**src/rtl/tmr_chan_pkg.sv**
```systemverilog
package tmr_chan_pkg;
  localparam int CFG_W = 16;
  localparam int B_LVL = 1;
  localparam int B_EN  = 2;
  localparam int B_PER = 3;
  localparam int B_SV  = 6;
  localparam int B_NAR = 8;

  function automatic logic [CFG_W-1:0] cfg_wmask();
    logic [CFG_W-1:0] m;
    m = '0;
    m[B_LVL] = 1'b1;
    m[B_EN]  = 1'b1;
    m[B_PER] = 1'b1;
    m[B_SV]  = 1'b1;
    m[B_NAR] = 1'b1;
    return m;
  endfunction
endpackage

```
**src/rtl/tmr_cfg_reg.sv**
```systemverilog
module tmr_cfg_reg
  import tmr_chan_pkg::*;
(
  input  logic             clk,
  input  logic             rst,
  input  logic             wr,
  input  logic [CFG_W-1:0] wdata,
  input  logic             clr_sv,
  output logic [CFG_W-1:0] cfg_q
);
  logic [CFG_W-1:0] cfg_d;

  always_comb begin
    cfg_d = cfg_q;
    if (wr) cfg_d = wdata & cfg_wmask();
    // an accepted comparator write wins over a same-cycle set-value write
    if (clr_sv) cfg_d[B_SV] = 1'b0;
  end

  always_ff @(posedge clk) begin
    if (rst) cfg_q <= '0;
    else     cfg_q <= cfg_d;
  end
endmodule

```
**src/rtl/tmr_period_fmt.sv**
```systemverilog
module tmr_period_fmt #(
  parameter int CNT_W   = 64,
  parameter int MIN_PER = 12887
) (
  input  logic             narrow,
  input  logic [CNT_W-1:0] val,
  output logic [CNT_W-1:0] period
);
  localparam int H = CNT_W / 2;
  localparam logic [CNT_W-1:0] MIN_V = CNT_W'(MIN_PER);

  logic [CNT_W-1:0] lim;

  always_comb begin
    lim = (val < MIN_V) ? MIN_V : val;
    if (narrow) period = {{(CNT_W-H+1){1'b0}}, lim[H-2:0]};
    else        period = {1'b0, lim[CNT_W-2:0]};
  end
endmodule

```
**src/rtl/tmr_expiry_cmp.sv**
```systemverilog
module tmr_expiry_cmp #(
  parameter int CNT_W = 64
) (
  input  logic             narrow,
  input  logic [CNT_W-1:0] cnt,
  input  logic [CNT_W-1:0] cmp,
  output logic             reached
);
  localparam int H = CNT_W / 2;

  logic [CNT_W-1:0] diff_w;
  logic [H-1:0]     diff_n;

  always_comb begin
    diff_w  = cnt - cmp;
    diff_n  = cnt[H-1:0] - cmp[H-1:0];
    reached = narrow ? ~diff_n[H-1] : ~diff_w[CNT_W-1];
  end
endmodule

```
**src/rtl/tmr_chan.sv**
```systemverilog
module tmr_chan
  import tmr_chan_pkg::*;
#(
  parameter int CNT_W   = 64,
  parameter int MIN_PER = 12887
) (
  input  logic             clk,
  input  logic             rst,
  input  logic             glb_en,
  input  logic [CNT_W-1:0] cnt_in,
  input  logic             cfg_wr,
  input  logic [CFG_W-1:0] cfg_wdata,
  output logic [CFG_W-1:0] cfg_rdata,
  input  logic             cmp_wr_valid,
  output logic             cmp_wr_ready,
  input  logic [CNT_W-1:0] cmp_wr_data,
  output logic [CNT_W-1:0] cmp_rdata,
  output logic             irq,
  output logic             lvl_err
);
  localparam int H = CNT_W / 2;

  logic [CFG_W-1:0] cfg_q;
  logic [CNT_W-1:0] cmp_q, cmp_d, per_q, per_d, per_fmt, cmp_in, cmp_sum;
  logic             adv_q, adv_d, seen_q, irq_q;
  logic             narrow, periodic, direct, cmp_acc;
  logic             reached_raw, ahead, hit, per_zero;

  assign narrow   = cfg_q[B_NAR];
  assign periodic = cfg_q[B_PER];
  assign direct   = !periodic || cfg_q[B_SV];
  assign cmp_wr_ready = !adv_q;
  assign cmp_acc  = cmp_wr_valid && cmp_wr_ready;
  assign cmp_in   = narrow ? {{(CNT_W-H){1'b0}}, cmp_wr_data[H-1:0]} : cmp_wr_data;

  tmr_cfg_reg cfg_i (
    .clk    (clk),
    .rst    (rst),
    .wr     (cfg_wr),
    .wdata  (cfg_wdata),
    .clr_sv (cmp_acc),
    .cfg_q  (cfg_q)
  );

  tmr_period_fmt #(.CNT_W(CNT_W), .MIN_PER(MIN_PER)) fmt_i (
    .narrow (narrow),
    .val    (cmp_in),
    .period (per_fmt)
  );

  tmr_expiry_cmp #(.CNT_W(CNT_W)) cmpr_i (
    .narrow  (narrow),
    .cnt     (cnt_in),
    .cmp     (cmp_q),
    .reached (reached_raw)
  );

  assign ahead    = glb_en && reached_raw;
  assign hit      = ahead && !seen_q && !adv_q;
  assign per_zero = narrow ? (per_q[H-1:0] == '0) : (per_q == '0);

  always_comb begin
    logic [H-1:0] lo_sum;
    lo_sum  = cmp_q[H-1:0] + per_q[H-1:0];
    cmp_sum = narrow ? {{(CNT_W-H){1'b0}}, lo_sum} : (cmp_q + per_q);
  end

  always_comb begin
    cmp_d = cmp_q;
    per_d = per_q;
    if (adv_q && ahead && !per_zero && !cfg_wr) cmp_d = cmp_sum;
    if (cmp_acc) begin
      if (direct) cmp_d = cmp_in;
      else        per_d = per_fmt;
    end
    if (cfg_wr && cfg_wdata[B_NAR]) begin
      cmp_d = {{(CNT_W-H){1'b0}}, cmp_d[H-1:0]};
      per_d = {{(CNT_W-H){1'b0}}, per_d[H-1:0]};
    end
    if (adv_q) adv_d = ahead && !per_zero && !cfg_wr;
    else       adv_d = hit && periodic && !per_zero;
  end

  always_ff @(posedge clk) begin
    if (rst) begin
      cmp_q  <= '1;
      per_q  <= '0;
      adv_q  <= 1'b0;
      seen_q <= 1'b0;
      irq_q  <= 1'b0;
    end else begin
      cmp_q  <= cmp_d;
      per_q  <= per_d;
      adv_q  <= adv_d;
      seen_q <= (cmp_acc && direct) ? 1'b0 : ahead;
      irq_q  <= hit && cfg_q[B_EN];
    end
  end

  assign cfg_rdata = cfg_q;
  assign cmp_rdata = cmp_q;
  assign irq       = irq_q;
  assign lvl_err   = cfg_q[B_LVL];
endmodule

```
**config.mk**
```make
export PLATFORM = sky130hd
export DESIGN_NAME = tmr_chan
export DESIGN_NICKNAME = d
export VERILOG_FILES = /design/src/rtl/tmr_chan_pkg.sv /design/src/rtl/tmr_cfg_reg.sv /design/src/rtl/tmr_period_fmt.sv /design/src/rtl/tmr_expiry_cmp.sv /design/src/rtl/tmr_chan.sv
export SDC_FILE = /design/constraint.sdc
export NUM_CORES = 1
export LEC_CHECK = 0
export BUFFER_PORTS_ARGS = -buffer_cell sky130_fd_sc_hd__clkbuf_2
export CAP_MARGIN = 20
export CORE_UTILIZATION = 40
export CTS_CLUSTER_SIZE = 16
export DETAILED_ROUTE_END_ITERATION = 6
export SKIP_LAST_GASP = 1
export SLEW_MARGIN = 20
export SYNTH_ARGS = -nofsm -noshare
export SYNTH_HDL_FRONTEND = slang
export SYNTH_SLANG_ARGS = --single-unit
```
**constraint.sdc**
```tcl
create_clock -name clk -period 5 [get_ports clk]
set_input_delay 0.5 -clock clk [delete_from_list [all_inputs] [get_ports clk]]
set_output_delay 0.5 -clock clk [all_outputs]
set_load 0.05 [all_outputs]
```
==> results.md <==
* Outcome: finished clean
* Layout Utilization at 0.475
* Clock Power Share at 0.359
* Max VDD drop at 0.000175 V
* DP HPWL at 30.7 mm
* PostCTS Resize Cnt at 0
* Initial antenna violation count at 0
* Drt total wl at 39.7 mm
* Final nets at 1948
* Worst hold slack at 312 ps
* Final Max Tran Viols at 0
* Core area at 27700 um^2
* Root buf cell: clkbuf_16
* Unrepaired setup endpoints after global routing: no
* Seq/Total Area, Yosys at 0.240
* Maximum net fanout on the critical path at 57
* GRT overflow at 0
* Gpl congestion at 0.945
* DRT iter0 DRCs at 960
* Synth Area per Inst at 7.44 um^2
* H-Tree Depth at 4
* Final ANT Viol Nets at 0
* Sw Pwr at 1440 uW
* Part of the power in registers at 0.313
* Vias in the first global route at 11100
* Finished Cell Area at 13200 um^2
* Tmin final at 3890 ps
* Chip Width at 170 um
* Gate power share at 0.328
* Unique masters post-synth at 78
* Number of flops mapped to enable cells by yosys at 0
* First-pass GRT wire length at 62.0 mm
* Initial Util at 0.406
* Tot Pwr at 3900 uW
* Die area at 28800 um^2
* ANT cells at 0
* Num Clock Sinks at 135
* Least-Margin Pin Slew at 1000 ps
* Multi-input gate area at 7860 um^2
* CTS tree: built
* Static Leakage at 0.00658 uW
* Reg area at 2700 um^2
* Layout Skew at 10.6 ps
* WL/cell at 19.3 um
* Post-CTS Hold Fix Bufs at 0
* Ys async rst share at 0
* Syn Inst Count at 1512
* Synthesized flop and latch total at 135
* Via count at 11900
* Setup CP Type: reg2reg
* Via/cell ratio at 5.76
* CP Launch Type: register
* Yosys Warn Count at 0
* Slew headroom at 0.331
* GRT Overall Usage at 0.277
* # DRC at 0
* Layout Area Growth over Synthesis at 16.9%
* Fin. Hold Viols at 0
* Switching part of the total power at 0.370
* Largest net degree at the start of global routing at 62
* Post-CTS setup buffer count at 0
* Critical Path End Type: register
* Clock-pin slew on the worst setup and hold paths at 60 ps
* Port Buffer Count at 209
* Deepest clock path buffer count at 2
* P_int at 2450 uW
* Layout fillers at 2875
* CTS Buf Count at 17
* I/O pin count at 232
* Arr. time, crit path at 4200 ps
* Num rows at 61
* Cell Area, Synth at 11300 um^2
* Setup violators final at 0
* Placed cell areas at 12500 um^2
* Layout cells sized above 1 at 0.173
* Setup total negative slack at 0 ps
* Hold crit path type: in2reg
* Max_cap viols at 0
* Top_reg_cell synth: dfxtp_1
* Critical path required time at 5310 ps
* First drt pass iteration count at 5
* Pwr Density at 296 nW/um^2
* Final period util at 0.778
* Chip height at 170 um
* Worst-Skew Late Latency at 430 ps
* F_max at 257 MHz
metal layers:
| metal | wire length, um | share of wire | track usage | vias to the layer above |
|---|---|---|---|---|
| met1 | 18400 | 0.46 | 0.386 | 5586 |
| met4 | 812 | 0.020 | 0.0795 | 0 |
| li1 | - | - | - | 5796 |
| met3 | 2900 | 0.073 | 0.0471 | 41 |
| met5 | 0 | 0 | 0 | - |
| met2 | 17600 | 0.44 | 0.437 | 460 |
synth_stat cells, drive strengths merged (25+ instances only):
| cell | n | area (um^2) |
|---|---|---|
| dfxtp | 135 | 2700 |
| clkbuf | 68 | 256 |
| nand4 | 28 | 181 |
| nor2 | 142 | 538 |
| a21o | 50 | 375 |
| nand2 | 142 | 536 |
| buf | 25 | 183 |
| nor3 | 55 | 275 |
| nor4 | 34 | 228 |
| inv | 85 | 319 |
| a21oi | 234 | 1170 |
| o21ai | 79 | 395 |
| ha | 125 | 1560 |
| xnor2 | 39 | 342 |
| and3 | 33 | 206 |
critical path, stage by stage, from the launching register on:
cell	delay, ps
dfxtp_1	410
inv_1	70
ha_1	290
nand4_1	130
or3_1	380
nor4_1	640
nand3_1	220
o21a_1	270
o211ai_4	270
buf_4	630
nor4_1	120
a211o_1	330
power by group through the flow:
stage	clock network [uW]	logic, uW	registers [uW]
floorplan	0	767	1370
global placement	0	1250	1240
detailed placement	0	1260	1240
CTS	1420	1260	1220
global route	1460	1400	1230
finish	1400	1280	1220
layout make-up:
type / count / share of cell area
Multi-Input combinational cell: 1209 / 0.597
Sequential cell: 135 / 0.205
Timing Repair Buffer: 225 / 0.0888
Tap cell: 378 / 0.0360
Clock buffer: 18 / 0.0326
Inverter: 85 / 0.0243
Clock inverter: 13 / 0.0155
per-stage QoR:
step           cells  worst slack [ps]
6_report        2063              1110
5_1_grt         2063              1000
4_1_cts         2063              1160
3_5_place_dp    2032              1040
3_3_place_gp    2032              1100
2_1_floorplan   1522              1890
placed cells by master, fill, tap and decap left out, types with 12 or more instances in the layout:
cell type | Yosys | layout
nor2_1 | 140 | 137
dfxtp_1 | 135 | 135
o21ai_1 | 17 | 17
xnor2_1 | 39 | 39
o21ai_0 | 62 | 62
nand4_1 | 27 | 27
and3_1 | 33 | 33
nor3_1 | 55 | 54
a211oi_1 | 13 | 13
a31oi_1 | 12 | 12
nand2_1 | 141 | 139
xor2_1 | 18 | 18
buf_4 | 16 | 17
a21o_1 | 50 | 50
ha_1 | 125 | 125
a21oi_1 | 233 | 233
inv_1 | 84 | 84
nor4_1 | 33 | 33
clkbuf_2 | 1 | 208
nand3_1 | 17 | 17
o21bai_1 | 17 | 17
clkbuf_16 | 0 | 17
mux2i_1 | 17 | 17
worst paths after layout:
kind | slack (ps) | from | endpoint | cells after the start
max | 1110 | cmp_rdata[62] | cmp_rdata[63] | 11
min | 310 | cfg_wdata[1] | cfg_i.cfg_q[1] | 3
max reg2reg | 1110 | cmp_rdata[62] | cmp_rdata[63] | 11
min reg2reg | 480 | per_q[19] | per_q[19] | 2
registers in the layout, indices dropped and copies added (netlist names):
register,flops
cmp_rdata,64
per_q,63
cfg_i.cfg_q,5
adv_q,1
irq,1
seen_q,1
kinds of logic after synthesis:
| group | count (synthesis) | synth area share |
|---|---|---|
| AOI/OAI and AO/OA | 506 | 0.284 |
| xor gates and xnor gates | 57 | 0.0444 |
| adders and majority gates | 126 | 0.141 |
| buffers and inverters | 178 | 0.0674 |
| DFF | 135 | 0.240 |
| muxes | 18 | 0.0161 |
| other | 1 | 0.000333 |
| and+or+nand+nor | 491 | 0.207 |
No activity file was read; power rests on OpenSTA's default activity.
